===== src/rtl/load8_pkg.sv =====
package load8_pkg;

    typedef enum logic [2:0] {
        PH_OP   = 3'd0,
        PH_OPX  = 3'd1,
        PH_OPE  = 3'd2,
        PH_IMM  = 3'd3,
        PH_DISP = 3'd4,
        PH_CALC = 3'd5,
        PH_WR   = 3'd6
    } phase_e;

    typedef enum logic [2:0] {
        OC_NOP     = 3'd0,
        OC_MOVE    = 3'd1,
        OC_IMM     = 3'd2,
        OC_STORE   = 3'd3,
        OC_PFX_IDX = 3'd4,
        OC_PFX_EXT = 3'd5
    } op_class_e;

    localparam logic [2:0] CODE_MEM = 3'b110;
    localparam logic [2:0] CODE_A   = 3'b111;
    localparam logic [2:0] CODE_H   = 3'b100;
    localparam logic [2:0] CODE_L   = 3'b101;

    localparam int FLG_S  = 7;
    localparam int FLG_Z  = 6;
    localparam int FLG_H  = 4;
    localparam int FLG_PV = 2;
    localparam int FLG_N  = 1;

    function automatic logic [2:0] phase_len(phase_e ph);
        case (ph)
            PH_OP, PH_OPX:    return 3'd4;
            PH_OPE, PH_CALC:  return 3'd5;
            default:          return 3'd3;
        endcase
    endfunction

endpackage


===== src/rtl/load8_decode.sv =====
module load8_decode
    import load8_pkg::*;
(
    input  logic [7:0] op,
    output op_class_e  cls,
    output logic [2:0] dst,
    output logic [2:0] src
);
    always_comb begin
        dst = op[5:3];
        src = op[2:0];
        cls = OC_NOP;
        if (op == 8'hDD || op == 8'hFD) begin
            cls = OC_PFX_IDX;
        end else if (op == 8'hED) begin
            cls = OC_PFX_EXT;
        end else if (op[7:6] == 2'b01) begin
            if (op[5:3] == CODE_MEM && op[2:0] != CODE_MEM)
                cls = OC_STORE;
            else if (op[5:3] != CODE_MEM && op[2:0] != CODE_MEM)
                cls = OC_MOVE;
        end else if (op[7:6] == 2'b00 && op[2:0] == CODE_MEM && op[5:3] != CODE_MEM) begin
            cls = OC_IMM;
        end
    end
endmodule


===== src/rtl/load8_xfer.sv =====
module load8_xfer
    import load8_pkg::*;
(
    input  logic [7:0] op,
    input  logic [7:0] i_val,
    input  logic [7:0] r_val,
    input  logic [7:0] flags_in,
    input  logic       iff2,
    input  logic       irq_seen,
    output logic       wr_acc,
    output logic       wr_i,
    output logic       wr_r,
    output logic [7:0] acc_new,
    output logic [7:0] flags_new
);
    always_comb begin
        wr_acc  = 1'b0;
        wr_i    = 1'b0;
        wr_r    = 1'b0;
        acc_new = i_val;
        case (op)
            8'h57: wr_acc = 1'b1;
            8'h5F: begin wr_acc = 1'b1; acc_new = r_val; end
            8'h47: wr_i = 1'b1;
            8'h4F: wr_r = 1'b1;
            default: ;
        endcase
        flags_new = flags_in;
        if (wr_acc) begin
            flags_new[FLG_S]  = acc_new[7];
            flags_new[FLG_Z]  = (acc_new == 8'h00);
            flags_new[FLG_H]  = 1'b0;
            flags_new[FLG_PV] = iff2 & ~irq_seen;
            flags_new[FLG_N]  = 1'b0;
        end
    end
endmodule


===== src/rtl/load8_seq.sv =====
module load8_seq
    import load8_pkg::*;
#(
    parameter logic [15:0] IX_INIT = 16'h1000,
    parameter logic [15:0] IY_INIT = 16'h2000
) (
    input  logic        clk,
    input  logic        rst_n,
    output logic [15:0] fetch_addr,
    input  logic [7:0]  fetch_data,
    input  logic        iff2,
    input  logic        int_req,
    output logic        mem_we,
    output logic [15:0] mem_addr,
    output logic [7:0]  mem_wdata,
    input  logic [2:0]  rd_sel,
    output logic [7:0]  rd_data,
    output logic [7:0]  i_reg,
    output logic [7:0]  r_reg,
    output logic [7:0]  flags,
    output logic        done
);
    typedef struct packed {
        phase_e          phase;
        logic [2:0]      tcnt;
        logic [15:0]     pc;
        logic [7:0][7:0] regs;
        logic [7:0]      i;
        logic [7:0]      r;
        logic [7:0]      flg;
        logic            idx_sel;
        logic [2:0]      dst;
        logic [15:0]     addr;
        logic [7:0]      wdata;
        logic            intr;
    } seq_t;

    seq_t st_q, st_d;

    op_class_e  cls;
    logic [2:0] f_dst, f_src;
    logic       x_wr_acc, x_wr_i, x_wr_r;
    logic [7:0] x_acc, x_flags;
    logic       irq_seen;
    logic       last_t;
    logic       we_d;
    logic       done_d;
    logic [15:0] idx_base;

    assign irq_seen = st_q.intr | int_req;
    assign last_t   = (st_q.tcnt == phase_len(st_q.phase) - 3'd1);
    assign idx_base = st_q.idx_sel ? IY_INIT : IX_INIT;

    load8_decode u_dec (
        .op  (fetch_data),
        .cls (cls),
        .dst (f_dst),
        .src (f_src)
    );

    load8_xfer u_xfer (
        .op        (fetch_data),
        .i_val     (st_q.i),
        .r_val     (st_q.r),
        .flags_in  (st_q.flg),
        .iff2      (iff2),
        .irq_seen  (irq_seen),
        .wr_acc    (x_wr_acc),
        .wr_i      (x_wr_i),
        .wr_r      (x_wr_r),
        .acc_new   (x_acc),
        .flags_new (x_flags)
    );

    always_comb begin
        st_d   = st_q;
        we_d   = 1'b0;
        done_d = 1'b0;
        if (!last_t) begin
            st_d.tcnt = st_q.tcnt + 3'd1;
        end else begin
            st_d.tcnt = 3'd0;
            case (st_q.phase)
                PH_OP: begin
                    st_d.pc = st_q.pc + 16'd1;
                    case (cls)
                        OC_MOVE: begin
                            st_d.regs[f_dst] = st_q.regs[f_src];
                            done_d = 1'b1;
                        end
                        OC_IMM: begin
                            st_d.dst   = f_dst;
                            st_d.phase = PH_IMM;
                        end
                        OC_STORE: begin
                            st_d.addr  = {st_q.regs[CODE_H], st_q.regs[CODE_L]};
                            st_d.wdata = st_q.regs[f_src];
                            st_d.phase = PH_WR;
                        end
                        OC_PFX_IDX: begin
                            st_d.idx_sel = fetch_data[5];
                            st_d.phase   = PH_OPX;
                        end
                        OC_PFX_EXT: st_d.phase = PH_OPE;
                        default:    done_d = 1'b1;
                    endcase
                end
                PH_OPX: begin
                    st_d.pc = st_q.pc + 16'd1;
                    if (cls == OC_STORE) begin
                        st_d.wdata = st_q.regs[f_src];
                        st_d.phase = PH_DISP;
                    end else begin
                        done_d = 1'b1;
                    end
                end
                PH_DISP: begin
                    st_d.pc    = st_q.pc + 16'd1;
                    st_d.addr  = idx_base + {{8{fetch_data[7]}}, fetch_data};
                    st_d.phase = PH_CALC;
                end
                PH_CALC: st_d.phase = PH_WR;
                PH_WR: begin
                    we_d   = 1'b1;
                    done_d = 1'b1;
                end
                PH_IMM: begin
                    st_d.pc = st_q.pc + 16'd1;
                    st_d.regs[st_q.dst] = fetch_data;
                    done_d = 1'b1;
                end
                PH_OPE: begin
                    st_d.pc = st_q.pc + 16'd1;
                    if (x_wr_acc) st_d.regs[CODE_A] = x_acc;
                    if (x_wr_i)   st_d.i = st_q.regs[CODE_A];
                    if (x_wr_r)   st_d.r = st_q.regs[CODE_A];
                    st_d.flg = x_flags;
                    done_d   = 1'b1;
                end
                default: done_d = 1'b1;
            endcase
            if (done_d) st_d.phase = PH_OP;
        end
        st_d.intr = done_d ? 1'b0 : irq_seen;
    end

    always_ff @(posedge clk) begin
        if (!rst_n) st_q <= '0;
        else        st_q <= st_d;
    end

    assign fetch_addr = st_q.pc;
    assign mem_we     = we_d & rst_n;
    assign mem_addr   = st_q.addr;
    assign mem_wdata  = st_q.wdata;
    assign rd_data    = st_q.regs[rd_sel];
    assign i_reg      = st_q.i;
    assign r_reg      = st_q.r;
    assign flags      = st_q.flg;
    assign done       = done_d & rst_n;

    p_we_on_done_r3: assert property (@(posedge clk) disable iff (!rst_n)
        mem_we |-> done);

    p_tcnt_bound_r8: assert property (@(posedge clk) disable iff (!rst_n)
        st_q.tcnt < phase_len(st_q.phase));

    p_pc_step_r8: assert property (@(posedge clk) disable iff (!rst_n)
        (fetch_addr != $past(fetch_addr)) |-> (fetch_addr == $past(fetch_addr) + 16'd1));

    p_done_restart_r8: assert property (@(posedge clk) disable iff (!rst_n)
        done |=> (st_q.phase == PH_OP && st_q.tcnt == 3'd0));

    p_acc_flags_r6: assert property (@(posedge clk) disable iff (!rst_n)
        (done && st_q.phase == PH_OPE && x_wr_acc) |=>
        (flags[FLG_S] == st_q.regs[CODE_A][7] &&
         flags[FLG_Z] == (st_q.regs[CODE_A] == 8'h00) &&
         !flags[FLG_H] && !flags[FLG_N]));

    p_pv_irq_r7: assert property (@(posedge clk) disable iff (!rst_n)
        (done && st_q.phase == PH_OPE && x_wr_acc && irq_seen) |=> !flags[FLG_PV]);

endmodule


===== config.mk =====
export PLATFORM = sky130hd
export DESIGN_NAME = load8_seq
export DESIGN_NICKNAME = d
export VERILOG_FILES = /design/src/rtl/load8_pkg.sv /design/src/rtl/load8_decode.sv /design/src/rtl/load8_xfer.sv /design/src/rtl/load8_seq.sv
export SDC_FILE = /design/constraint.sdc
export NUM_CORES = 1
export LEC_CHECK = 0
export ABC_AREA = 1
export BUFFER_PORTS_ARGS = -buffer_cell sky130_fd_sc_hd__buf_2
export CAP_MARGIN = 20
export CORE_MARGIN = 5
export CORE_UTILIZATION = 54
export CTS_CLUSTER_DIAMETER = 200
export DETAILED_ROUTE_END_ITERATION = 10
export MAX_ROUTING_LAYER = met4
export PLACE_DENSITY_LB_ADDON = 0.25
export SYNTH_ARGS = -nofsm -noshare
export SYNTH_HDL_FRONTEND = slang
export SYNTH_SLANG_ARGS = --single-unit
export TNS_END_PERCENT = 30

===== constraint.sdc =====
create_clock -name clk -period 1.75 [get_ports clk]
set_input_delay 0.0875 -clock clk [delete_from_list [all_inputs] [get_ports clk]]
set_output_delay 0.0875 -clock clk [all_outputs]
set_load 0.03 [all_outputs]

==> Word-level counts from Yosys, hierarchy flattened <==
Cells that the tools add are included.
{ "totals": {"ff_bits": 134, "wordCells": 140} }
{ "classes": {"add_sub_neg": 4, "reduce_logical": 34, "n_eq_ne": 30, "bitwise": 6, "mux": 41, "n_lt_le_gt_ge": 6} }
{ "ops": {"columns": ["cell", "n"], "rows": [
  ["64-bit bitwise mux", 2],
  ["56-bit one-hot mux with 2 select lines", 1],
  ["64-bit 2-to-1 mux", 1],
  ["8-bit 2-to-1 mux", 7],
  ["8-bit binary-select mux with 3-bit select", 2],
  ["8-bit demux with 3-bit select", 2],
  ["8-bit by 7-bit equality test with 1-bit output, second input constant", 4],
  ["16-bit one-hot mux with 2 select lines", 1],
  ["8-bit equality test, second input constant", 3],
  ["24-bit 2-to-1 mux", 1],
  ["3-bit one-hot mux with 4 select lines", 2],
  ["8-bit one-hot mux with 3 select lines", 1],
  ["3-bit equality test, second input constant", 7],
  ["3-bit AND reduction", 7],
  ["3-bit 2-to-1 mux", 6],
  ["15-bit by 8-bit adder with 16-bit output", 1],
  ["16-bit by 1-bit adder with 16-bit output, second input constant", 1],
  ["3-bit by 4-bit less-than comparator with 1-bit output, second input constant", 4],
  ["8-bit one-hot mux with 2 select lines", 1],
  ["14-bit 2-to-1 mux", 1],
  ["3-bit by 2-bit equality test with 1-bit output, second input constant", 4],
  ["4-bit AND reduction", 3],
  ["2-bit OR reduction", 6],
  ["1-bit 2-to-1 mux", 10],
  ["other kinds (27)", 43]
]} }

==> Logic depth before layout (Yosys ltp) <==
{ "logic_depth": {"ltp_word": 14, "mapped_depth": 14} }

==> Hierarchy <==
A second synthesis with hierarchy kept.
{ "unflattened": {"hier_cells": 1656, "hier_area_um2": 9908.3} }
{ "by_module_without_submodules": {"columns": ["mod", "cells_each", "area_each_um2", "instances"], "rows": [
  ["load8_seq", 1553, 9375.2, 1],
  ["load8_xfer", 75, 394.1, 1],
  ["load8_decode", 28, 138.9, 1]
]} }

==> Worst setup path before layout <==
No wires, ideal clock.
{ "synth_path": {"path_type": "reg2out", "from": "register st_q[136] (netlist name)", "to": "output mem_we", "n_path_buf": 2, "t_required_ns": 1.662, "slack_ns": -0.244, "stages_incl_launch_ff": 9, "arrival_ns": 1.907, "path_cell_list": "dfxtp_1 buf_6 inv_2 nand3_2 nand3_1 o21ai_1 nand2_1 clkbuf_1 nor3_1"} }
{ "synth_between": {"elab_chain_cells": 7, "elab_cells_between_ends": 13, "cone_classes": "1 x add/sub; 5 x eq/ne; 3 x mux; 1 x bitwise; 3 x reduce/logical"} }
{ "synth_lines": {"columns": ["element", "line_no", "text"], "rows": [
  ["start, declared", "load8_seq.sv:38", "seq_t st_q, st_d;"],
  ["start signal, assigned", "load8_seq.sv:149", "else st_q <= st_d;"],
  ["3-bit by 2-bit equality test with 1-bit output, or another cell as far along", "load8_pkg.sv:34", "case (ph)"],
  ["2-bit OR reduction", "load8_pkg.sv:34", null],
  ["3-bit one-hot mux with 2 select lines", "load8_pkg.sv:34", null],
  ["3-bit by 1-bit subtractor with 3-bit output", "load8_seq.sv:51", "assign last_t = (st_q.tcnt == phase_len(st_q.phase) - 3'd1);"],
  ["3-bit equality test", "load8_seq.sv:51", null],
  ["1-bit 2-to-1 mux (*)", "load8_seq.sv:79", "if (!last_t) begin"],
  ["1-bit bitwise AND (*)", "load8_seq.sv:153", "assign mem_we = we_d & rst_n;"],
  ["end, declared", "load8_seq.sv:13", "output logic mem_we,"]
]} }
Every way passes the cells marked *; elsewhere a longest branch is shown, timed or not.

==> Final worst setup path <==
{ "layout_path": {"from": "register st_q[136] (netlist name)", "to": "register st_q[97] (netlist name)"} }
{ "layout_between": {"elab_chain_cells": 6, "elab_cells_between_ends": 14, "cone_classes": "1 x add/sub; 6 x eq/ne; 2 x mux; 5 x reduce/logical"} }
{ "layout_lines": {"columns": ["element", "line_no"], "rows": [
  ["3-bit by 2-bit equality test with 1-bit output, or another cell as far along", "load8_pkg.sv:34"],
  ["2-bit OR reduction", "load8_pkg.sv:34"],
  ["3-bit one-hot mux with 2 select lines", "load8_pkg.sv:34"],
  ["3-bit by 1-bit subtractor with 3-bit output", "load8_seq.sv:51"],
  ["3-bit equality test", "load8_seq.sv:51"],
  ["3-bit AND reduction (no line)", null]
]} }
Parallel ways exist; a longest one is shown, timed or not.
A chain may end at the register's enable or synchronous reset.

==> flow_summary.ini <==
[status]
status = finished with violations
violations = setup timing

[sta]
worst_hold_slack_ns = 0.0269
min_period_ns = 1.91
post-route-period-util_pct = 109
slew_viol_final = 0
skew_ns = 0.0130
max_freq_ghz = 0.524
worst_pin_slew_ns = 0.660
rsz0062_at_grt = true
setup_viol = 86
hold_viol = 0
fin_ws_ns = -0.159
slew_headroom_pct = 55.6

[yosys]
async_flop_share_pct = 0
netlist_instances = 1441
ys_types = 37
syn_area_sq_um = 8880
seq_area_frac_synth_pct = 30.2
synth_seq_cells = 134
synthFlopType = dfxtp_1
synth_edf_count = 0
syn_avg_cell_area_sq_um = 6.16
ys_warn_count = 0

[route]
avgViaCountPerCell = 5.74
drc = 0
wl_mm = 33.9
antenna_left = 0
vias = 10600
drt_iter0_drc = 1292
wl_per_cell_um = 18.4
dr.pass1.iters = 6

[grt]
grt.met3_usage_pct = 6.24
grt_pass1_vias = 9230
grt_use_met2_pct = 52.0
grt_first_pass_wirelength_mm = 49.9
grt_max_degree = 78
grt_use_total_pct = 33.1
grtUsageMet1_pct = 43.1
antenna_found_initial = 0
top_usage_layer = met2
grt_overflow = 0

[clock_tree]
path_clk_slew_ns = 0.06
cts_tree = built
h-tree-depth = 4
cts.sinks = 134
cts_buffers = 17
clk_latency_ns = 0.42
root_buffer = clkbuf_16
clk_path_buf_depth = 2

[layout]
regMostFlops = st_q
nFillCells = 1371
final_util_pct = 73.2
nets = 1639
drive_gt1_share_pct = 27.8
seqCellArea_sq_um = 2690
n_antenna_cell = 0
largest_register_ff_count = 75
multi_input_area_sq_um = 5320
stdcell_count = 1847
areaGrowthSynthToFinish_pct = 31.9

[floorplan]
ios = 89
die_y_um = 138
die_w_um = 138
dieArea_sq_um = 19100
rows = 46
initial_core_util_pct = 55.5
core_sq_um = 16000

[setup_path]
crit_type = reg -> reg
crit_required_ns = 2.09
endpoint_kind = register
critPathMaxFanout = 8
cp-start-kind = register
arrival_ns = 2.25

[power_and_ir_drop]
peakVddDrop_mv = 0.614
leakage_nw = 5.51
p_per_area_nw_per_um2 = 705

[hold_path]
hold_class = in -> reg

[place]
io_buffers = 83
place.gp.congestion = 1.05
pre_cts_ws_ns = -0.191
dp_hpwl_mm = 23.5
dp_cells = 1785

[job]
maxCapViolations = 0
-- cell families after synthesis --
kind of cell,synth area share (%)
AO/OA/AOI/OAI,14.5
other,0.0422
XOR/XNOR,0.493
AND/OR/NAND/NOR,38.8
adder cells (fa/ha/maj),0.704
buffers and inverters,15.3
flip-flops,30.2
-- metrics by stage --
stage               total power, W  cell area (sq um)  setup TNS, ns
detailed placement         0.00424              10200          -8.46
floorplan                  0.00376               8900        -0.0788
CTS                        0.00813              11100          -1.38
global placement           0.00423              10200          -2.79
global route               0.00848              11700         -14.84
finish                     0.00826              11700          -5.84
-- critical path, stage by stage (launching register included) --
cell	delay (ns)
dfxtp_4	0.36
buf_6	0.14
nor2_8	0.13
inv_4	0.05
nor2_4	0.10
buf_6	0.11
inv_4	0.03
o21ai_4	0.17
buf_12	0.15
buf_6	0.11
nand3_4	0.08
buf_8	0.17
nand2_2	0.06
nand2_1	0.06
nor2_1	0.13
-- synth_stat cells, types with 3 or more instances --
library cell  count  area share, %
nor3_1           29            1.6
o211ai_1          4           0.34
ha_1              5           0.70
nor2_2            4           0.28
buf_4            68            5.7
nor2_1          232            9.8
nand3_2          11            1.2
nand3_1          87            4.9
nand3_4           3           0.59
a31oi_1           9           0.63
a221oi_1          8           0.79
nor2_4            6           0.76
nand3b_1          7           0.59
inv_1           129            5.5
nand2_1         378             16
clkbuf_1         30            1.3
nand4_1          26            1.8
inv_2             5           0.21
dfxtp_1         134             30
buf_6            12            1.5
o21ai_0         111            6.3
o22ai_1          28            2.0
nand2_2           8           0.56
a21oi_1          73            4.1
buf_2            16           0.90
xor2_1            4           0.39
-- layout make-up --
class                   instances  area share (%)
clock inverters                 8            1.25
multi-input cells            1048            45.4
flip-flops and latches        134            23.0
inverters                     136            4.42
clock buffers                  23            3.99
well taps                     216            2.31
repair buffers                282            19.6
-- layout by cell type (no fill, tap or decap), types with 21 or more instances in the layout --
| master | count |
|---|---|
| o21ai_0 | 97 |
| nand2_1 | 345 |
| nor2_2 | 36 |
| a21oi_1 | 71 |
| buf_2 | 76 |
| nand4_1 | 26 |
| nand2_2 | 35 |
| nor3_1 | 28 |
| clkbuf_16 | 21 |
| nor2_1 | 192 |
| dfxtp_1 | 131 |
| nand3_1 | 82 |
| buf_4 | 159 |
| o22ai_1 | 27 |
| inv_1 | 119 |
-- final timing paths --
kind,from,end,slack [ns],cells after the start
hold reg to reg,fetch_addr[14],fetch_addr[14],0.48,2
setup reg to reg,st_q[136],st_q[97],-0.16,14
setup / recovery,st_q[136],st_q[97],-0.16,14
hold / removal,fetch_data[3],st_q[25],0.03,3
-- metal layers --
metal / share of wire [%] / vias up
met4: 3.7 / 0
met5: 0 / -
met3: 11 / 118
met1: 40 / 4851
li1: - / 4955
met2: 46 / 676
-- where the power goes --
group | internal (W) | leakage, nW | switching, W
logic | 0.000502 | 4.13 | 0.000811
registers | 0.00308 | 1.08 | 0.0000260
clock network | 0.00246 | 0.298 | 0.00139
total | 0.00604 | 5.51 | 0.00223
-- timing repair --
item,in CTS,in global routing
endpoints found under the hold margin,9,0
pin swaps,18,67
cloned,1,6
setup endpoints to repair,131,142
resized for setup,67,122
hold buffers,4,0
setup buffers,13,7
Note: power is estimated with default switching activity, not from simulation.
